`config.mk`:
```
export PLATFORM = sky130hd
export DESIGN_NAME = hwsb_bridge
export DESIGN_NICKNAME = d
export VERILOG_FILES = /design/src/rtl/hwsb_pkg.sv /design/src/rtl/hwsb_lane.sv /design/src/rtl/hwsb_align.sv /design/src/rtl/hwsb_chunk.sv /design/src/rtl/hwsb_bridge.sv
export SDC_FILE = /design/constraint.sdc
export NUM_CORES = 1
export LEC_CHECK = 0
export BUFFER_PORTS_ARGS = -buffer_cell sky130_fd_sc_hd__buf_2
export CORE_ASPECT_RATIO = 0.5
export CORE_MARGIN = 1
export CORE_UTILIZATION = 56
export DETAILED_ROUTE_END_ITERATION = 10
export PLACE_DENSITY = 0.88
export SLEW_MARGIN = 10
export SYNTH_ARGS = -nofsm -noshare
export SYNTH_HDL_FRONTEND = slang
export SYNTH_SLANG_ARGS = --single-unit
```
`constraint.sdc`:
```
create_clock -name clk -period 10.6 [get_ports clk]
set_clock_uncertainty 0.15 [all_clocks]
set_input_delay 1.59 -clock clk [delete_from_list [all_inputs] [get_ports clk]]
set_output_delay 1.59 -clock clk [all_outputs]
set_load 0.01 [all_outputs]
```
`src/rtl/hwsb_pkg.sv`:
```
package hwsb_pkg;

    typedef enum logic [1:0] {
        ST_IDLE = 2'd0,
        ST_CMD  = 2'd1,
        ST_BEAT = 2'd2,
        ST_FIN  = 2'd3
    } hwsb_state_e;

endpackage

```
`src/rtl/hwsb_lane.sv`:
```
// Halfword byte-exchange lane: each 16-bit group of the beat has its bytes
// swapped when swap_en is set, otherwise the beat passes unchanged.
module hwsb_lane #(
    parameter int DW = 16
) (
    input  logic          swap_en,
    input  logic [DW-1:0] in_data,
    output logic [DW-1:0] out_data
);
    localparam int HALVES = DW / 16;

    for (genvar h = 0; h < HALVES; h++) begin : g_half
        always_comb begin
            if (swap_en) begin
                out_data[h*16 +: 8]     = in_data[h*16 + 8 +: 8];
                out_data[h*16 + 8 +: 8] = in_data[h*16 +: 8];
            end else begin
                out_data[h*16 +: 16]    = in_data[h*16 +: 16];
            end
        end
    end

endmodule

```
`src/rtl/hwsb_align.sv`:
```
// Request front end: OR-combines base and offset, forces both address and
// length even in swap mode, flags an empty transfer.
module hwsb_align #(
    parameter int AW = 32,
    parameter int LW = 16
) (
    input  logic [AW-1:0] base_addr,
    input  logic [AW-1:0] offset,
    input  logic [LW-1:0] len_in,
    input  logic          swap_en,
    output logic [AW-1:0] addr_out,
    output logic [LW-1:0] len_out,
    output logic          is_empty
);
    logic [AW-1:0] merged;

    always_comb begin
        merged   = base_addr | offset;
        addr_out = swap_en ? {merged[AW-1:1], 1'b0} : merged;
        len_out  = swap_en ? {len_in[LW-1:1], 1'b0} : len_in;
        is_empty = (len_out == '0);
    end

endmodule

```
`src/rtl/hwsb_chunk.sv`:
```
// Command sizer: caps the command length at CHUNK_BYTES when limiting is on.
module hwsb_chunk #(
    parameter int LW          = 16,
    parameter int CHUNK_BYTES = 64
) (
    input  logic [LW-1:0] remain,
    input  logic          limit_en,
    output logic [LW-1:0] cmd_len
);
    localparam logic [LW-1:0] CAP = LW'(CHUNK_BYTES);

    always_comb begin
        if (limit_en && (remain > CAP)) cmd_len = CAP;
        else                            cmd_len = remain;
    end

endmodule

```
`src/rtl/hwsb_bridge.sv`:
```
module hwsb_bridge
    import hwsb_pkg::*;
#(
    parameter int AW          = 32,
    parameter int LW          = 16,
    parameter int DW          = 16,
    parameter int CHUNK_BYTES = 64
) (
    input  logic          clk,
    input  logic          rst_n,
    input  logic [AW-1:0] base_addr,
    input  logic          req_valid,
    output logic          req_ready,
    input  logic [AW-1:0] req_offset,
    input  logic [LW-1:0] req_len,
    input  logic          req_write,
    input  logic          req_noswap,
    output logic          done,
    output logic          mem_cmd_valid,
    input  logic          mem_cmd_ready,
    output logic [AW-1:0] mem_cmd_addr,
    output logic [LW-1:0] mem_cmd_len,
    output logic          mem_cmd_write,
    input  logic          mem_rd_valid,
    output logic          mem_rd_ready,
    input  logic [DW-1:0] mem_rd_data,
    output logic          per_out_valid,
    input  logic          per_out_ready,
    output logic [DW-1:0] per_out_data,
    input  logic          per_in_valid,
    output logic          per_in_ready,
    input  logic [DW-1:0] per_in_data,
    output logic          mem_wr_valid,
    input  logic          mem_wr_ready,
    output logic [DW-1:0] mem_wr_data
);
    localparam int BYTES_PER_BEAT = DW / 8;

    typedef struct packed {
        hwsb_state_e   st;
        logic [AW-1:0] addr;
        logic [LW-1:0] remain;
        logic [LW-1:0] beats;
        logic          wr;
        logic          swap;
    } xfer_t;

    xfer_t q, d;

    logic [AW-1:0] al_addr;
    logic [LW-1:0] al_len;
    logic          al_empty;
    logic [LW-1:0] chunk_len;
    logic          beat_go;

    hwsb_align #(.AW(AW), .LW(LW)) u_align (
        .base_addr (base_addr),
        .offset    (req_offset),
        .len_in    (req_len),
        .swap_en   (!req_noswap),
        .addr_out  (al_addr),
        .len_out   (al_len),
        .is_empty  (al_empty)
    );

    hwsb_chunk #(.LW(LW), .CHUNK_BYTES(CHUNK_BYTES)) u_chunk (
        .remain   (q.remain),
        .limit_en (q.swap && q.wr),
        .cmd_len  (chunk_len)
    );

    hwsb_lane #(.DW(DW)) u_lane_rd (
        .swap_en  (q.swap),
        .in_data  (mem_rd_data),
        .out_data (per_out_data)
    );

    hwsb_lane #(.DW(DW)) u_lane_wr (
        .swap_en  (q.swap),
        .in_data  (per_in_data),
        .out_data (mem_wr_data)
    );

    always_comb begin
        d             = q;
        req_ready     = 1'b0;
        done          = 1'b0;
        mem_cmd_valid = 1'b0;
        mem_cmd_addr  = q.addr;
        mem_cmd_len   = chunk_len;
        mem_cmd_write = q.wr;
        mem_rd_ready  = 1'b0;
        per_out_valid = 1'b0;
        per_in_ready  = 1'b0;
        mem_wr_valid  = 1'b0;
        beat_go       = 1'b0;

        case (q.st)
            ST_IDLE: begin
                req_ready = 1'b1;
                if (req_valid) begin
                    d.addr   = al_addr;
                    d.remain = al_len;
                    d.wr     = req_write;
                    d.swap   = !req_noswap;
                    d.beats  = '0;
                    d.st     = al_empty ? ST_FIN : ST_CMD;
                end
            end
            ST_CMD: begin
                mem_cmd_valid = 1'b1;
                if (mem_cmd_ready) begin
                    d.beats  = LW'(({1'b0, chunk_len} + (LW+1)'(BYTES_PER_BEAT - 1))
                                   / (LW+1)'(BYTES_PER_BEAT));
                    d.remain = q.remain - chunk_len;
                    d.addr   = q.addr + AW'(chunk_len);
                    d.st     = ST_BEAT;
                end
            end
            ST_BEAT: begin
                if (q.wr) begin
                    mem_wr_valid = per_in_valid;
                    per_in_ready = mem_wr_ready;
                    beat_go      = per_in_valid && mem_wr_ready;
                end else begin
                    per_out_valid = mem_rd_valid;
                    mem_rd_ready  = per_out_ready;
                    beat_go       = mem_rd_valid && per_out_ready;
                end
                if (beat_go) begin
                    d.beats = q.beats - 1'b1;
                    if (q.beats == LW'(1)) begin
                        d.st = (q.remain == '0) ? ST_FIN : ST_CMD;
                    end
                end
            end
            default: begin
                done = 1'b1;
                d.st = ST_IDLE;
            end
        endcase
    end

    always_ff @(posedge clk or negedge rst_n) begin
        if (!rst_n) begin
            q.st     <= ST_IDLE;
            q.addr   <= '0;
            q.remain <= '0;
            q.beats  <= '0;
            q.wr     <= 1'b0;
            q.swap   <= 1'b0;
        end else begin
            q <= d;
        end
    end

    // in swap mode every command is halfword aligned in address and size
    a_r3_even_cmd: assert property (@(posedge clk) disable iff (!rst_n)
        (mem_cmd_valid && q.swap) |-> (!mem_cmd_addr[0] && !mem_cmd_len[0]));

    // swap-mode write commands never exceed the chunk size
    a_r6_chunk_cap: assert property (@(posedge clk) disable iff (!rst_n)
        (mem_cmd_valid && mem_cmd_write && q.swap) |-> (mem_cmd_len <= LW'(CHUNK_BYTES)));

    // no command of zero length reaches memory
    a_r8_no_empty_cmd: assert property (@(posedge clk) disable iff (!rst_n)
        mem_cmd_valid |-> (mem_cmd_len != '0));

    // done lasts exactly one cycle
    a_r9_done_pulse: assert property (@(posedge clk) disable iff (!rst_n)
        done |=> !done);

    // a request is taken once; the bridge is busy on the next cycle
    a_r9_accept_once: assert property (@(posedge clk) disable iff (!rst_n)
        (req_valid && req_ready) |=> !req_ready);

    // a pending command holds still until accepted
    a_r11_cmd_hold: assert property (@(posedge clk) disable iff (!rst_n)
        (mem_cmd_valid && !mem_cmd_ready) |=>
            (mem_cmd_valid && $stable(mem_cmd_addr) && $stable(mem_cmd_len)));

    // data beats only move while no command is outstanding
    a_r9_beat_excl: assert property (@(posedge clk) disable iff (!rst_n)
        mem_cmd_valid |-> !(mem_wr_valid || per_out_valid || per_in_ready || mem_rd_ready));

endmodule

```
==> results <==
- Setup repair after global routing left no endpoint under its margin.
- For the finished layout, the period the worst path requires is 4880 ps.
- The detail-routed via count per cell is 6.20.
- In this run the biggest area consumer among cell types represents between 20% and 30% of the synthesized area.
- The via count of the first global-routing pass is 5,623.
- The slowest stage of the critical path is the sky130_fd_sc_hd__nor4_1 cell.
- The number of H-tree levels is 3.
- The layout net count is 1,057.
- The number of buffers and inverters on the critical path is 1.
- The die height is approximately 75 um.
- The sequential element share of the synthesized area is 28.1%.
- The most utilized layer in the global route result is met2.
- The count of flip-flops with a built-in enable after synthesis is 0.
- The count of cell types in the netlist is 74.
- The count of port buffers added during placement is 209.
- In the synthesized netlist, the cells that appear most often are sky130_fd_sc_hd__nand2_1, sky130_fd_sc_hd__o21ai_0, sky130_fd_sc_hd__nor2_1.
- Global routing consumed, on the met2 layer, between 50% and 60% of the routing resources.
- For the worst setup path, the data required time is 10,720 ps.
- The number of setup violations in the final report is 0.
- On the critical path the largest part of the delay comes from simple AND/OR/NAND/NOR gates.
- The number of remaining DRC errors is 0.
- Gates resized during post-CTS repair numbered 0.
- The remaining antenna violation count after routing is 0.
- The headroom to the max-slew limit is between 30% and 40%.
- No sink is reached through more buffers than the 2 on the longest clock path.
- The floorplan die width is 149 um.
- The flow ran to the end, and the final reports show no timing, DRC or antenna violations.
- For this run, the number of Yosys warnings is 0.
- The area of the core is ~0.010 mm^2.
- 210 I/O pins were placed.
- The kind of launch point of the worst setup path is a register.
- At the end of routability-driven placement, the weighted congestion stood at 0.925.
- The area growth from synthesis to final layout is 18.4%.
- The worst path meets setup with between 5000 and 6000 ps of slack.
- The number of nets in the synthesized netlist is roughly 900.
- The share of flip-flops with an asynchronous set or reset is 100%.
- The highest clock frequency the design can meet is 0.205 GHz.
- The most area-hungry cell type in the Yosys netlist is sky130_fd_sc_hd__dfrtp_1.
- The cell area after synthesis is between 0.006 and 0.007 mm^2.
- The number of clock buffers added by TritonCTS is 9.
- The number of vias in the routed layout is 6,540.
- Cells with a size suffix above 1 make up 30.1% of the layout.
- The synthesized netlist cell count is 760.
- Max-cap violations in this run came to 0.
- The final HPWL from detailed placement is between 10,000 and 15,000 um.
- After synthesis, the cell types taking the most area are sky130_fd_sc_hd__dfrtp_1, sky130_fd_sc_hd__o21ai_0, sky130_fd_sc_hd__mux2_2.
- Entering global routing, the biggest net connects 69 pins.
- The full die area is around 0.011 mm^2.
- The worst min-delay path category is reg2reg.
- Global routing used 6.29% of the available met3 tracks.
- Once the clock tree was built, the setup fixing pass inserted 0 buffers.
- For this block, the routed nets add up to 18,700 um of wire.
- The number of optimization iterations in the first detailed-route pass is 6.
- The core utilization of the finished layout is 69.2%.
- The accumulated negative setup slack is 0 ps.
- The wire length per cell after detailed routing is 17.7 um.
- For the pin with the worst max-slew slack, the measured transition is 925 ps.
- The number of hold buffers added after cts is 0.
- The TritonCTS clock tree is done.
- The total number of clock tree sinks is 68.
- In the post-synthesis netlist, the cell with the most instances is sky130_fd_sc_hd__nand2_1.
- At the placement stage, the worst setup path has a slack of around 5900 ps.
- The final-report max-slew violation count is 0.
- The ratio of total power to cell area is 337 mW/mm^2.
- The final critical path takes up approximately 46% of the cycle.
- The largest stage delay on the critical path is around 560 ps.
- The count of final hold-check violations came to 0.
- For this configuration, the core starts out at a cell density of 58.5%.
- The worst setup path is captured at a register.
- The detailed router finished its first iteration with slightly above 500 violations.
- The peak supply drop is 0.000140 V.
- The number of antenna violations at the first check in global routing was 1.
- Averaged over all synthesized cells, the footprint is 7.96 um^2.
- Synthesis inferred 68 register bits.
- The aggregate global routing overflow is 0.
- The most used flip-flop cell after synthesis is sky130_fd_sc_hd__dfrtp_1.
- Of all nets on the critical path, the largest fanout is 8.
- The leakage power total is 0.00338 uW.
- For met1 alone, demand over resource in global routing was between 40 and 50%.
- In this run the core area contains 26 standard-cell rows.
- The clock tree root driver cell is sky130_fd_sc_hd__clkbuf_16.
- The global-route wire length before repair is 28,400 um.
- Traced cell by cell, the critical path runs through nor4_1, nand2_1, o31ai_2, and2_1, ha_1, inv_1, fa_1, nor2b_1, o31ai_1, a311oi_1, o21ai_0, a21oi_1, o21bai_1, or4_1, nand4_1.
- The critical path is of the reg2reg type.
- The insertion delay of the later-clocked pin in the worst-skew pair is 330 ps.
- Global routing used 32.5% of the available tracks across all layers.
- Summing internal, switching and leakage power gives approximately 2400 uW.
- After clock tree synthesis, the clock-pin slew on the worst setup and hold paths is 60 ps.
- Data arrives at the worst endpoint at 4990 ps.
==> final cells by class <==
type,instances,area [um^2]
Antenna cell,1,2.50
Multi-Input combinational cell,597,3860
Clock buffer,12,246
Inverter,18,67.6
Fill cell,851,3180
Timing Repair Buffer,216,1100
Sequential cell,68,1700
Clock inverter,2,12.5
Tap cell,140,175
==> registers in the layout, summed over array words and instances (netlist names) <==
name,cells
q,35
mem_cmd_write,1
mem_cmd_addr,32
==> through the flow <==
stage | hold slack [ps] | cell area [um^2] | instances
after global placement | 362 | 6900 | 1039
after CTS | 384 | 7160 | 1053
after global routing | 419 | 7160 | 1053
after floorplan | 321 | 6050 | 760
after detailed placement | 373 | 6900 | 1039
final | 388 | 7160 | 1054
==> routing by layer <==
metal / vias to the layer above / share of wire [%]
met5: - / 0
met4: 0 / 1.6
met3: 27 / 9.8
met2: 400 / 46
met1: 3039 / 43
li1: 3074 / -
==> report_power, final <==
group,leakage (uW),internal (uW),switching [uW]
clock,0.000125,162,110
sequential,0.000852,384,167
combinational,0.00240,614,976
total,0.00338,1160,1250
==> worst min-delay path: cells and delay by family, from the launching register on <==
| family | cells | cell delay [ps] |
|---|---|---|
| AOI/OAI and AO/OA | 1 | 60 |
| and+or+nand+nor | 1 | 60 |
| DFF | 1 | 380 |
==> path summary, 6_finish.rpt <==
check,slack [ps],cells after the start,start,end
min,390,2,mem_cmd_addr[9],mem_cmd_addr[9]
min reg2reg,390,2,mem_cmd_addr[9],mem_cmd_addr[9]
max reg2reg,5720,15,q[30],mem_cmd_addr[30]
min in group asynchronous,1340,2,rst_n,q[27]
max,5720,15,q[30],mem_cmd_addr[30]
max in group asynchronous,8370,2,rst_n,q[12]
==> cell families (layout without fill, tap and decap cells) <==
logic type                 count (synthesis)  count (layout)  synth area share (%)
muxes                                     42              42                  7.63
and+or+nand+nor                          273             273                  22.1
DFF                                       68              68                  28.1
buffers and inverters                     95             248                  8.19
AOI/OAI and AO/OA                        231             231                  25.0
xor gates and xnor gates                  25              25                  3.62
other                                      1               2                0.0620
adders and majority gates                 25              25                  5.30
==> cell usage in the layout, fill, tap and decap left out, types with 16 or more instances in the layout <==
cell                      instances
sky130_fd_sc_hd__buf_2          209
sky130_fd_sc_hd__nand2_1         82
sky130_fd_sc_hd__o21ai_0         76
sky130_fd_sc_hd__nor2_1          75
sky130_fd_sc_hd__dfrtp_1         68
sky130_fd_sc_hd__a21oi_1         36
sky130_fd_sc_hd__mux2_2          33
sky130_fd_sc_hd__ha_1            24
sky130_fd_sc_hd__nand3_1         21
sky130_fd_sc_hd__inv_1           17
sky130_fd_sc_hd__nor3_1          17
sky130_fd_sc_hd__a31oi_1         17
sky130_fd_sc_hd__xnor2_1         16
(Power assumes the default switching activity.)
